**config.mk**
```make
export PLATFORM = sky130hd
export DESIGN_NAME = wkup_ctrl
export DESIGN_NICKNAME = d
export VERILOG_FILES = /design/src/rtl/wkup_pkg.sv /design/src/rtl/wkup_sync.sv /design/src/rtl/wkup_edge.sv /design/src/rtl/wkup_regs.sv /design/src/rtl/wkup_ctrl.sv
export SDC_FILE = /design/constraint.sdc
export NUM_CORES = 1
export LEC_CHECK = 0
export ABC_AREA = 1
export CORE_ASPECT_RATIO = 0.7
export CORE_MARGIN = 2
export CORE_UTILIZATION = 40
export DETAILED_ROUTE_END_ITERATION = 7
export DONT_BUFFER_PORTS = 1
export PLACE_DENSITY_LB_ADDON = 0.25
export SYNTH_ARGS = -nofsm -noshare
export SYNTH_HDL_FRONTEND = slang
export SYNTH_SLANG_ARGS = --single-unit
```
**constraint.sdc**
```tcl
create_clock -name clk_i -period 1.47 [get_ports clk_i]
set_input_delay 0.0735 -clock clk_i [delete_from_list [all_inputs] [get_ports clk_i]]
set_output_delay 0.0735 -clock clk_i [all_outputs]
set_load 0.02 [all_outputs]
```
**src/rtl/wkup_pkg.sv**
```systemverilog
package wkup_pkg;

    localparam int PORT_W   = 8;
    localparam int NUM_REGS = 3;
    localparam int ADDR_W   = $clog2(NUM_REGS + 1);
    localparam int SYNC_N   = 2;

    typedef enum logic [ADDR_W-1:0] {
        REG_ENABLE  = 2'd0,
        REG_POLAR   = 2'd1,
        REG_PENDING = 2'd2,
        REG_NONE    = 2'd3
    } wk_reg_e;

    function automatic wk_reg_e decode_addr(input logic [ADDR_W-1:0] a);
        case (a)
            2'd0:    return REG_ENABLE;
            2'd1:    return REG_POLAR;
            2'd2:    return REG_PENDING;
            default: return REG_NONE;
        endcase
    endfunction

endpackage

```
**src/rtl/wkup_sync.sv**
```systemverilog
module wkup_sync #(
    parameter int W      = 8,
    parameter int STAGES = 2
) (
    input  logic         clk_i,
    input  logic         rst_i,
    input  logic [W-1:0] async_i,
    output logic [W-1:0] sync_o
);
    logic [STAGES-1:0][W-1:0] chain_q;

    genvar s;
    generate
        for (s = 0; s < STAGES; s++) begin : g_stage
            always_ff @(posedge clk_i) begin
                if (rst_i)
                    chain_q[s] <= '0;
                else if (s == 0)
                    chain_q[s] <= async_i;
                else
                    chain_q[s] <= chain_q[(s == 0) ? 0 : s-1];
            end
        end
    endgenerate

    assign sync_o = chain_q[STAGES-1];
endmodule

```
**src/rtl/wkup_edge.sv**
```systemverilog
module wkup_edge #(
    parameter int W = 8
) (
    input  logic         clk_i,
    input  logic         rst_i,
    input  logic [W-1:0] level_i,
    input  logic [W-1:0] polar_i,
    output logic [W-1:0] hit_o
);
    // Polarity-adjusted level: falling-edge pins are inverted so that a
    // detected event is always a 0 -> 1 step of the adjusted level.
    logic [W-1:0] adj;
    logic [W-1:0] adj_q;

    genvar b;
    generate
        for (b = 0; b < W; b++) begin : g_bit
            assign adj[b] = level_i[b] ^ polar_i[b];

            always_ff @(posedge clk_i) begin
                if (rst_i)
                    adj_q[b] <= 1'b0;
                else
                    adj_q[b] <= adj[b];
            end

            assign hit_o[b] = adj[b] & ~adj_q[b];
        end
    endgenerate
endmodule

```
**src/rtl/wkup_regs.sv**
```systemverilog
module wkup_regs
    import wkup_pkg::*;
#(
    parameter int W  = 8,
    parameter int AW = 2
) (
    input  logic          clk_i,
    input  logic          rst_i,
    input  logic [AW-1:0] addr_i,
    input  logic          wr_en_i,
    input  logic [W-1:0]  wr_data_i,
    input  logic [W-1:0]  hit_i,
    output logic [W-1:0]  en_o,
    output logic [W-1:0]  polar_o,
    output logic [W-1:0]  pend_o,
    output logic [W-1:0]  rd_data_o
);
    wk_reg_e sel;
    logic [W-1:0] en_q, polar_q, pend_q;

    assign sel = decode_addr(addr_i);

    always_ff @(posedge clk_i) begin
        if (rst_i) begin
            en_q    <= '0;
            polar_q <= '0;
        end else if (wr_en_i) begin
            if (sel == REG_ENABLE) en_q    <= wr_data_i;
            if (sel == REG_POLAR)  polar_q <= wr_data_i;
        end
    end

    // No reset on purpose: contents are undefined until software writes them.
    // A captured edge takes precedence over a simultaneous software write.
    always_ff @(posedge clk_i) begin
        if (wr_en_i && sel == REG_PENDING)
            pend_q <= wr_data_i | hit_i;
        else
            pend_q <= pend_q | hit_i;
    end

    always_comb begin
        case (sel)
            REG_ENABLE:  rd_data_o = en_q;
            REG_POLAR:   rd_data_o = polar_q;
            REG_PENDING: rd_data_o = pend_q;
            default:     rd_data_o = '0;
        endcase
    end

    assign en_o    = en_q;
    assign polar_o = polar_q;
    assign pend_o  = pend_q;
endmodule

```
**src/rtl/wkup_ctrl.sv**
```systemverilog
module wkup_ctrl #(
    parameter int WIDTH  = wkup_pkg::PORT_W,
    parameter int ADDR_W = wkup_pkg::ADDR_W,
    parameter int SYNC_N = wkup_pkg::SYNC_N
) (
    input  logic              clk_i,
    input  logic              rst_i,
    input  logic [ADDR_W-1:0] addr_i,
    input  logic              wr_en_i,
    input  logic [WIDTH-1:0]  wr_data_i,
    output logic [WIDTH-1:0]  rd_data_o,
    input  logic [WIDTH-1:0]  pins_i,
    input  logic              halt_i,
    output logic              wake_o
);
    logic [WIDTH-1:0] pins_sync, hit, en_q, polar_q, pend_q;

    wkup_sync #(.W(WIDTH), .STAGES(SYNC_N)) sync_i (
        .clk_i   (clk_i),
        .rst_i   (rst_i),
        .async_i (pins_i),
        .sync_o  (pins_sync)
    );

    wkup_edge #(.W(WIDTH)) edge_i (
        .clk_i   (clk_i),
        .rst_i   (rst_i),
        .level_i (pins_sync),
        .polar_i (polar_q),
        .hit_o   (hit)
    );

    wkup_regs #(.W(WIDTH), .AW(ADDR_W)) regs_i (
        .clk_i     (clk_i),
        .rst_i     (rst_i),
        .addr_i    (addr_i),
        .wr_en_i   (wr_en_i),
        .wr_data_i (wr_data_i),
        .hit_i     (hit),
        .en_o      (en_q),
        .polar_o   (polar_q),
        .pend_o    (pend_q),
        .rd_data_o (rd_data_o)
    );

    // halt_i is informational: the request is a level regardless of halt.
    assign wake_o = |(pend_q & en_q);
endmodule

```
# [After elaboration in Yosys (flattened, before gate mapping)]
# Index checks and enable logic that the tools add are counted.
[classes] bitwise=27 n_eq_ne=4 reduce_logical=6 mux=3
[op_table] cell="$pmux W8 S3" count=1
[op_table] cell="$or A8 B8 Y8" count=2
[op_table] cell="$and A1 B1 Y1" count=8
[op_table] cell="$and A8 B8 Y8" count=1
[op_table] cell="$mux W8" count=1
[op_table] cell="$not A1 Y1" count=8
[op_table] cell="$reduce_or A8 Y1" count=1
[op_table] cell="$xor A1 B1 Y1" count=8
[op_table] cell="$pmux W2 S3" count=1
[op_table] cell="$eq A2 B1 Y1 const B" count=2
[op_table] cell="$eq A2 B2 Y1 const B" count=2
[op_table] cell="$logic_not A2 Y1" count=2
[op_table] cell="$reduce_and A2 Y1" count=2
[op_table] cell="$logic_and A1 B1 Y1" count=1
[word_totals] output_inout_bits=9 elab_cells=53 input_bits=22 ff_bits=48

# [Longest topological paths before layout]
# Gate-level depths: netlist (run 1).
[logic_depth] word_depth=5 ltp_mapped=6 ltp_nobuf=5

# [Hierarchy]
# A second synthesis (run 1) with hierarchy kept.
[unflattened] cells_unflattened=313 hier_area_um2=2112.0
[by_module_without_submodules] mod="wkup_regs" instances=1 cells_per_inst=175 area_each_um2=1146.1
[by_module_without_submodules] mod="wkup_sync" instances=1 cells_per_inst=58 area_each_um2=534.3
[by_module_without_submodules] mod="wkup_edge" instances=1 cells_per_inst=65 area_each_um2=375.4
[by_module_without_submodules] mod="wkup_ctrl" instances=1 cells_per_inst=15 area_each_um2=56.3

# [Worst setup path before layout (run 1)]
# Ideal clock, no wire load.
[synth_timing] path_kind="input port to output port" startpoint="input addr_i[1]" endpoint="output rd_data_o[0]" t_arrival_ns=0.796 setup_slack_ns=0.600 cell_stages=3 path_cell_list="inv_1 > nand2_1 > o211ai_1"
[synth_via] elab_chain_cells=4 elab_cells_between_ends=8
[synth_lines] item="start, declared" line_no="wkup_ctrl.sv:8" text="input logic [ADDR_W-1:0] addr_i,"
[synth_lines] item="$eq A2 B2 Y1 (tied with other cells)" line_no="wkup_pkg.sv:16" text="case (a)"
[synth_lines] item="$pmux W2 S3 (*)" line_no="wkup_pkg.sv:16"
[synth_lines] item="$eq A2 B2 Y1 (tied with other cells)" line_no="wkup_regs.sv:43" text="case (sel)"
[synth_lines] item="$pmux W8 S3 (*)" line_no="wkup_regs.sv:43"
[synth_lines] item="end, declared" line_no="wkup_ctrl.sv:11" text="output logic [WIDTH-1:0] rd_data_o,"
# Every way passes the cells marked *; elsewhere a longest branch is shown, timed or not.

# [Worst setup path after layout (run 1)]
[layout_timing] startpoint="input wr_en_i" endpoint="register regs_i.en_q[3], in the netlist regs_i.en_o[3]"
[layout_via] elab_chain_cells=1
[layout_lines] item="start, declared" line_no="wkup_ctrl.sv:9" text="input logic wr_en_i,"
[layout_lines] item="$reduce_and A2 Y1 (no source line)"
[layout_lines] item="end signal, assigned" line_no="wkup_regs.sv:28" text="if (sel == REG_ENABLE) en_q <= wr_data_i;"
[layout_lines] item="end, declared" line_no="wkup_regs.sv:19" text="logic [W-1:0] en_q, polar_q, pend_q;"
# No other way between the ends.
# A chain may end at the register's enable or synchronous reset.

==> results of run 1 <==
[how the worst max path moves through the flow]
stage | start | depth (start not counted) | to
after floorplan | addr_i[1] | 3 | rd_data_o[0]
final | wr_en_i | 4 | regs_i.en_o[3]
after detailed placement | addr_i[1] | 3 | rd_data_o[4]
after global routing | wr_en_i | 4 | regs_i.en_o[6]
after global placement | addr_i[1] | 3 | rd_data_o[4]
after CTS | wr_en_i | 4 | regs_i.en_o[3]
[layer usage]
metal,up-vias,track usage (%),wire length (um)
li1,906,-,-
met1,703,22.1,2190
met2,36,23.0,1580
met3,5,5.90,254
met4,0,3.98,40
met5,-,0,0
[Yosys cell counts]
master	n
nand2_1	83
nor2_1	49
dfxtp_1	48
inv_1	43
nand3_1	26
a21oi_1	8
nand3b_1	8
o211ai_1	8
buf_2	5
clkbuf_1	3
buf_1	2
and3_1	1
buf_6	1
nand3_4	1
nor2_2	1
nor2_4	1
[power groups by stage]
stage | Sequential [mW] | Combinational [mW] | Clock [mW]
after floorplan | 1.46 | 0.263 | 0
after detailed placement | 1.48 | 0.284 | 0
after global placement | 1.47 | 0.280 | 0
final | 1.44 | 0.346 | 0.720
after CTS | 1.44 | 0.349 | 0.752
after global routing | 1.46 | 0.395 | 0.802
[flip-flops by register name, summed over array words and instances (netlist names)]
| register | count |
|---|---|
| sync_i.sync_o | 8 |
| regs_i.en_o | 8 |
| edge_i.adj_q | 8 |
| regs_i.polar_o | 8 |
| sync_i.chain_q | 8 |
| regs_i.pend_o | 8 |
[kinds of logic (layout without fill, tap and decap cells)]
kind of cell | after synthesis | in the layout | share of synthesized area, %
AO/OA/AOI/OAI | 16 | 16 | 4.99
AND/OR/NAND/NOR | 170 | 170 | 36.3
flip-flops | 48 | 48 | 47.9
buffers and inverters | 54 | 69 | 10.8
[layout by cell type (no fill, tap or decap)]
cell type / netlist / final
buf_4: 0 / 1
dlygate4sd3_1: 0 / 18
nand3b_1: 8 / 8
a21oi_1: 8 / 8
inv_1: 43 / 43
nand2_1: 83 / 83
clkbuf_8: 0 / 5
o211ai_1: 8 / 8
nor2_2: 1 / 1
dfxtp_1: 48 / 48
clkbuf_1: 3 / 1
nand3_1: 26 / 26
and3_1: 1 / 1
nand3_4: 1 / 1
nor2_1: 49 / 49
clkinv_2: 0 / 1
nor2_4: 1 / 1
[final cells by class]
cell class                      instances  area, um^2
Inverter                               43         161
Fill cell                             519        2510
Clock buffer                            6        72.6
Timing Repair Buffer                   19         188
Clock inverter                          1        5.00
Multi-Input combinational cell        186         827
Tap cell                               69        86.3
Sequential cell                        48         961
[metrics by stage]
step                      hold WS [ps]  utilization [%]  power (mW)  instances  setup slack [ps]
final                             40.7             47.9        2.51        372               178
after global placement             147             42.5        1.75        347               388
after floorplan                    180                -        1.72        288               600
after global routing              27.1             47.9        2.65        372              48.1
after detailed placement           148             42.5        1.76        347               365
after CTS                         30.2             47.9        2.54        372               214
[timing repair]
action / CTS / global route
hold buffers: 18 / 0
endpoints found under the hold margin: 48 / 0
endpoints found under the setup margin: 0 / 0
[worst register-to-register path: stages, from the launching register on]
cell	delay (ps)
dfxtp_1	320
inv_1	100
nand2_1	80
nand3b_1	80
nand3_1	60
==> impl_metrics.toml, run 1 <==
[clock_tree]
clock_latency_ps = 290
post_cts_resized = 0
cts_tree = "done"
cts_max_level = 2
clk_pin_slew_worst_paths_ps = 80
cts-root-buf = "clkbuf_8"
cts_buffers = 5
cts.sinks = 48
clock_path_buffers = 2
cts_setup_buffers = 0

[pwr]
leakagePower_nw = 1.08
vdd_drop_max_mv = 0.646
p_int_mw = 1.85
p_comb_share_pct = 13.8
p_switching_mw = 0.664
power_switching_share_pct = 26.5
seq_power_share_pct = 57.5
p_clk_share_pct = 28.7
cellPowerDensity_mw_per_mm2 = 1090

[sta]
period_needed_ps = 1290
fin_skew_ps = 3.14
worstMarginPinSlew_ps = 890
slew_headroom_pct = 40.5
slew_viol_final = 0
fin_setup_tns_ps = 0
setup_viol = 0
fmax_mhz = 774
rsz0062_at_grt = "false"
finalCritPeriodShare_pct = 87.9
hold_violations = 0

[critical_path]
end_kind = "flip-flop"
slowest_delay_ps = 1120
worst-setup-path-type = "input pin to flip-flop"
slowest_stage = "dlygate4sd3_1"
crit_arrival_ps = 1480
cp_cell_sequence = "dlygate4sd3_1 > nand3_1 > nand2_1 > nor2_1"
rrSetupSlack_ps = 710
timing.rr.start = "regs_i.polar_o[0]"
crit_required_ps = 1660
crit_path_start_kind = "input pin"
cp_top_family = "buffers and inverters"
timing.rr.end = "regs_i.pend_o[0]"
reg2reg_depth = 4
critPathMaxFanout = 24
crit_buf_inv = 1

[global_routing]
track_usage_pct = 15.8
grt_max_degree = 25
grt_pass1_vias = 1519
grt_overflow = 0
grt_pass1_wl_mm = 6.81
antenna_found_initial = 0

[detailed_routing]
routed_wl_mm = 4.06
wl_per_cell_um = 10.9
first_pass_iters = 4
drc_errors = 0
vias = 1650
via_per_inst = 4.44
drt-initial-drc-count = 73
antenna_left = 0

[logic_synthesis]
avgSynthCellArea_um2 = 6.96
syn-num-nets = 310
synth_area_leaders = "dfxtp_1 (48%), nand2_1 (16%), nor2_1 (9.2%)"
synth-seq-area-share_pct = 47.9
ys_types = 16
ys_ff_latch = 48
synth_top_cell_by_area = "dfxtp_1"
netlist_area_mm2 = 0.00200
synth_top_area_share_pct = 47.9
synthCells = 288
yosys_warnings = 0

[min_path]
min_path_cells = 3
hold_class = "input pin to flip-flop"
worstHoldEndpoint = "regs_i.pend_o[3]"
hold_start = "addr_i[0]"

[final_layout]
n_antenna_cell = 0
nNetsFinal = 325
synthToLayoutAreaGrowth_pct = 14.8
layout-drive-gt1-share_pct = 3.30
final_area_mm2 = 0.00230

[flow_run]
cap_violations = 0

[floorplan]
fp-row-count = 21
dieHeight_um = 63.2
core_area_mm2 = 0.00481
io_pins = 31
dieArea_mm2 = 0.00560
die_w_um = 88.6
initial_utilization_pct = 41.7

[place]
postPlaceCellArea_mm2 = 0.00204
place_hpwl_mm = 2.75
routabilityCongestion = 0.759
io_buffers = 0

[outcome]
status = "finished, final reports clean"
Note: power is estimated with default switching activity, not from simulation.
==> inputs of run 2 (changes only) <==
--- a/config.mk
+++ b/config.mk
@@ -5,7 +5,6 @@
 export SDC_FILE = /design/constraint.sdc
 export NUM_CORES = 1
 export LEC_CHECK = 0
-export ABC_AREA = 1
 export CORE_ASPECT_RATIO = 0.7
 export CORE_MARGIN = 2
 export CORE_UTILIZATION = 40
==> constraint.sdc (replaced) <==
create_clock -name clk_i -period 1.34 [get_ports clk_i]
set_input_delay 0.067 -clock clk_i [delete_from_list [all_inputs] [get_ports clk_i]]
set_output_delay 0.067 -clock clk_i [all_outputs]
set_load 0.02 [all_outputs]
==> run 2 against run 1 <==
Net effect:
- non-clock buffer count grew 10
- total power rose by 8.8%
- core utilization is 2.1 points higher
- sequential power rose by 8%
- cell area shrank 6.6%
- via count decreased by 22%
- register-to-register slack worse by 150 ps
- largest power group unchanged
- highest routed layer unchanged
==> impl_metrics.toml, run 2 <==
[final_layout]
final_area_mm2 = 0.00215
layout_common_cells = "dfxtp_1 (48), nor2_1 (40), mux2i_1 (24), nor2b_1 (17), dlygate4sd3_1 (16)"
fill_cells = 409
nNetsFinal = 228
final_common_cell = "dfxtp_1"
n_antenna_cell = 0
synthToLayoutAreaGrowth_pct = 20.7
layout-drive-gt1-share_pct = 9.66
fin_cells = 262

[logic_synthesis]
ys_types = 17
synthCells = 180
syn-num-nets = 202
synth_flop_cell = "dfxtp_1"
netlist_area_mm2 = 0.00178
synth_top_area_share_pct = 54.0
synth_top_cell_by_area = "dfxtp_1"
synth-seq-area-share_pct = 54.0
yosys_warnings = 0
ys_top_cells_by_count = "dfxtp_1 (48), nor2_1 (40), mux2i_1 (24)"
ys_async_sr_fraction_pct = 0
synth_enable_flop_cells = 0
yosysMostFrequentCell = "dfxtp_1"
avgSynthCellArea_um2 = 9.88
synth_area_leaders = "dfxtp_1 (54%), mux2i_1 (14%), nor2_1 (8.4%)"
ys_ff_latch = 48

[detailed_routing]
via_per_inst = 4.92
antenna_left = 0
wl_per_cell_um = 14.3
vias = 1289
drt-initial-drc-count = 68
drc_errors = 0
routed_wl_mm = 3.75
first_pass_iters = 5

[clock_tree]
clock_latency_ps = 300
cts_tree = "done"
post_cts_resized = 0
cts-root-buf = "clkbuf_8"
clk_pin_slew_worst_paths_ps = 80
cts.sinks = 48
cts_buffers = 5
cts_max_level = 2
clock_path_buffers = 2

[critical_path]
crit_arrival_ps = 1190
end_kind = "output port"
reg2reg_depth = 2
crit_path_start_kind = "flip-flop"
worst-setup-path-type = "flip-flop to output port"
timing.rr.start = "regs_i.polar_o[6]"
crit_required_ps = 1270
timing.rr.end = "regs_i.pend_o[6]"
critPathMaxFanout = 3
rrSetupSlack_ps = 560

[sta]
slew_headroom_pct = 75.0
hold_violations = 0
period_needed_ps = 1260
finalCritPeriodShare_pct = 93.8
rsz0062_at_grt = "false"
fin_setup_tns_ps = 0
worstMarginPinSlew_ps = 374
setup_viol = 0
slew_viol_final = 0
fmax_mhz = 796
fin_skew_ps = 3.65
timing.hold.ws_ps = 57.1

[global_routing]
track_usage_pct = 15.9
antenna_found_initial = 0
grt_pass1_wl_mm = 6.04
grt_overflow = 0
grt_max_degree = 41
grt_pass1_vias = 1228

[place]
io_buffers = 0
postPlaceCellArea_mm2 = 0.00188
post-place-cells = 237
routabilityCongestion = 0.809
place_hpwl_mm = 2.45

[pwr]
leakagePower_nw = 0.894
cellPowerDensity_mw_per_mm2 = 1270
total_power_mw = 2.73
vdd_drop_max_mv = 0.716

[floorplan]
io_pins = 31
die_w_um = 83.7
core_area_mm2 = 0.00430
dieArea_mm2 = 0.00501
initial_utilization_pct = 41.3
dieHeight_um = 59.8
fp-row-count = 20

[min_path]
hold_class = "input pin to flip-flop"
min_path_cells = 2
hold_start = "rst_i"
worstHoldEndpoint = "edge_i.adj_q[0]"

[flow_run]
cap_violations = 0

[outcome]
status = "finished, final reports clean"
run 2: kinds of logic (layout without fill, tap and decap cells):
kind of cell / Yosys count / count (layout) / synth area share (%)
buffers and inverters: 10 / 37 / 3.38
AO/OA/AOI/OAI: 20 / 20 / 6.75
XOR/XNOR: 8 / 8 / 3.94
multiplexers: 24 / 24 / 13.5
AND/OR/NAND/NOR: 70 / 70 / 18.4
flip-flops: 48 / 48 / 54.0
run 2: final cells by class:
cell class	instances	area, um^2	area share [%]
tap	55	68.8	3.20
sequential	48	961	44.7
timing repair buffer	29	270	12.6
clock buffer	8	90.1	4.19
multi-input combinational	122	758	35.3
run 2: repair_timing:
item                      4_1_cts  5_1_grt
hold buffers                   17        0
hold endpoints to repair       48        0
setup buffers                   0        0
run 2: critical path: stages, from the launching register on:
cell and delay, ps:
dfxtp_1 390, mux2i_1 90, o21ai_0 230, buf_4 190
run 2: worst max-delay path by stage:
| stage | start | to | slack [ps] | depth (start not counted) |
|---|---|---|---|---|
| 6_report | regs_i.polar_o[1] | rd_data_o[1] | 80 | 3 |
| 5_1_grt | regs_i.polar_o[1] | rd_data_o[1] | 2 | 3 |
| 4_1_cts | regs_i.polar_o[1] | rd_data_o[1] | 90 | 3 |
| 3_5_place_dp | regs_i.pend_o[3] | wake_o | 420 | 2 |
| 3_3_place_gp | regs_i.pend_o[3] | wake_o | 420 | 2 |
| 2_1_floorplan | regs_i.polar_o[0] | rd_data_o[0] | 380 | 2 |
run 2: power breakdown:
part	switching (mW)	leakage (nW)	total (mW)	internal (mW)
sequential	0.0466	0.394	1.55	1.51
clock	0.444	0.0455	0.865	0.421
combinational	0.159	0.455	0.314	0.156
run 2: per-layer routing:
metal | GRT usage, % | routed length [um]
met5 | 0 | 0
met4 | 6.91 | 74
met2 | 24.3 | 1680
met1 | 21.0 | 1810
met3 | 5.11 | 185
run 2: through the flow:
step / utilization, % / worst slack [ps]
floorplan: - / 383
global placement: 43.6 / 423
detailed placement: 43.6 / 416
CTS: 49.9 / 89.7
global route: 49.9 / 1.51
finish: 49.9 / 83.4
==> inputs of run 3 (changes only) <==
--- a/config.mk
+++ b/config.mk
@@ -13,4 +13,5 @@
 export PLACE_DENSITY_LB_ADDON = 0.25
 export SYNTH_ARGS = -nofsm -noshare
 export SYNTH_HDL_FRONTEND = slang
+export SYNTH_HIERARCHICAL = 1
 export SYNTH_SLANG_ARGS = --single-unit
==> run 3 against run 2 <==
Net effect:
- global-route usage down 0.47 points
- clock-buffer cell count unchanged
- sequential power about the same
- via count up 2.6%
- non-clock buffer count down 6
- hold slack worse by 33 ps
- core utilization down 2.2 points
- fmax up 0.68%
==> impl_metrics.toml, run 3 <==
[logic_synthesis]
syn-num-nets = 217
ys_ff_latch = 48
synth_area_leaders = "dfxtp_1 (47%), mux2i_1 (16%), nand2b_1 (7.3%)"
yosysMostFrequentCell = "dfxtp_1"
synth-seq-area-share_pct = 46.9
ys_top_cells_by_count = "dfxtp_1 (48), mux2i_1 (32), nor2_1 (32)"
synthCells = 195
synth_enable_flop_cells = 0
yosys_warnings = 6
synth_flop_cell = "dfxtp_1"
synth_top_area_share_pct = 46.9
netlist_area_mm2 = 0.00205
avgSynthCellArea_um2 = 10.5
synth_top_cell_by_area = "dfxtp_1"
ys_async_sr_fraction_pct = 0
ys_types = 18

[sta]
finalCritPeriodShare_pct = 93.1
fin_setup_tns_ps = 0
fin_skew_ps = 1.96
rsz0062_at_grt = "false"
slew_headroom_pct = 64.7
setup_viol = 0
hold_violations = 0
worstMarginPinSlew_ps = 530
slew_viol_final = 0
period_needed_ps = 1250
fmax_mhz = 801

[floorplan]
die_w_um = 89.5
core_area_mm2 = 0.00486
dieHeight_um = 63.9
initial_utilization_pct = 42.1
fp-row-count = 21
io_pins = 31
dieArea_mm2 = 0.00572

[detailed_routing]
drt-initial-drc-count = 30
first_pass_iters = 4
via_per_inst = 4.78
vias = 1323
antenna_left = 0
drc_errors = 0
routed_wl_mm = 3.91
wl_per_cell_um = 14.1

[critical_path]
critPathMaxFanout = 3
slowest_delay_ps = 450
cp_cell_sequence = "mux2i_1 > o2bb2ai_1"
cp_top_family = "compound AO/OA/AOI/OAI gates"
worst-setup-path-type = "flip-flop to output port"
slowest_stage = "o2bb2ai_1"
crit_required_ps = 1270
crit_buf_inv = 0
crit_arrival_ps = 1180
crit_path_start_kind = "flip-flop"
end_kind = "output port"

[final_layout]
layout-drive-gt1-share_pct = 13.5
layout_common_cells = "dfxtp_1 (48), nor2_1 (32), mux2i_1 (32), nand2b_1 (24), dlygate4sd3_1 (17)"
synthToLayoutAreaGrowth_pct = 13.2
fin_cells = 277
final_common_cell = "dfxtp_1"
fill_cells = 459
final_area_mm2 = 0.00232
final_util_pct = 47.7
n_antenna_cell = 0
nNetsFinal = 229

[pwr]
leakagePower_nw = 0.938
vdd_drop_max_mv = 0.581
cellPowerDensity_mw_per_mm2 = 1200

[global_routing]
grt_overflow = 0
grt_max_degree = 47
track_usage_pct = 15.5
grt_pass1_vias = 1342
grt_pass1_wl_mm = 6.63
antenna_found_initial = 1

[place]
postPlaceCellArea_mm2 = 0.00203
io_buffers = 0
place_hpwl_mm = 2.61
routabilityCongestion = 0.712
post-place-cells = 251

[clock_tree]
cts_buffers = 5
cts_tree = "done"
clock_path_buffers = 2
cts.sinks = 48
clk_pin_slew_worst_paths_ps = 80
cts_max_level = 2
clock_latency_ps = 290
cts_setup_buffers = 0
cts-root-buf = "clkbuf_8"

[min_path]
hold_class = "input pin to flip-flop"

[outcome]
status = "finished, final reports clean"

[flow_run]
cap_violations = 0
-- run 3: logic make-up (layout without fill, tap and decap cells) --
| group | count (synthesis) | in the layout | share of synthesized area [%] |
|---|---|---|---|
| AO/OA/AOI/OAI | 12 | 12 | 4.89 |
| multiplexers | 32 | 32 | 15.6 |
| flip-flops | 48 | 48 | 46.9 |
| buffers and inverters | 18 | 31 | 6.84 |
| XOR/XNOR | 8 | 8 | 3.42 |
| AND/OR/NAND/NOR | 77 | 77 | 22.3 |
-- run 3: final timing paths --
path	startpoint	end	slack, ps	depth (start not counted)
setup / recovery	regs_i/en_o[3]	rd_data_o[3]	90	2
hold / removal	rst_i	regs_i/en_o[0]	20	2
setup reg to reg	regs_i/polar_o[1]	regs_i/pend_o[1]	410	4
hold reg to reg	sync_i/chain_q[4]	sync_i/sync_o[4]	440	1
-- run 3: through the flow --
step	total power [mW]	setup slack, ps	hold slack [ps]
6_report	2.78	91.9	23.9
3_3_place_gp	1.87	419	138
4_1_cts	2.82	75.9	13.0
3_5_place_dp	1.89	407	140
5_1_grt	2.93	35.0	24.3
2_1_floorplan	1.87	467	195
-- run 3: final cells by class --
class	instances	area [um^2]	area share (%)
Sequential cell	48	961	41.4
Multi-Input combinational cell	129	953	41.1
Timing Repair Buffer	23	228	9.82
Clock buffer	8	90.1	3.89
Tap cell	69	86.3	3.72
-- run 3: power by group --
part           total [mW]  internal [mW]  switching [mW]  leakage [nW]
registers            1.57           1.51          0.0567         0.394
logic               0.352          0.175           0.177         0.498
clock network       0.857          0.421           0.436        0.0455
total                2.78           2.11           0.669         0.938
-- run 3: repair_timing --
action | in CTS | in global routing
hold endpoints to repair | 48 | 0
gates resized for setup | 0 | 1
endpoints found under the setup margin | 0 | 1
hold buffers | 18 | 0
-- run 3: per-layer routing --
metal  share of wire, %  global-route usage [%]  wire, um  vias up
li1                   -                       -         -      654
met1                 50                    22.8      1950      641
met2                 44                    22.4      1730       26
met3                5.5                    3.88       214        2
met4               0.46                    3.92        18        0
met5                  0                       0         0        -
-- run 3: worst reg2reg max path, delay by kind of cell (launching register included) --
| kind | cells | cell delay (ps) |
|---|---|---|
| XOR/XNOR | 1 | 230 |
| flip-flops | 1 | 340 |
| multiplexers | 1 | 70 |
| AND/OR/NAND/NOR | 2 | 180 |
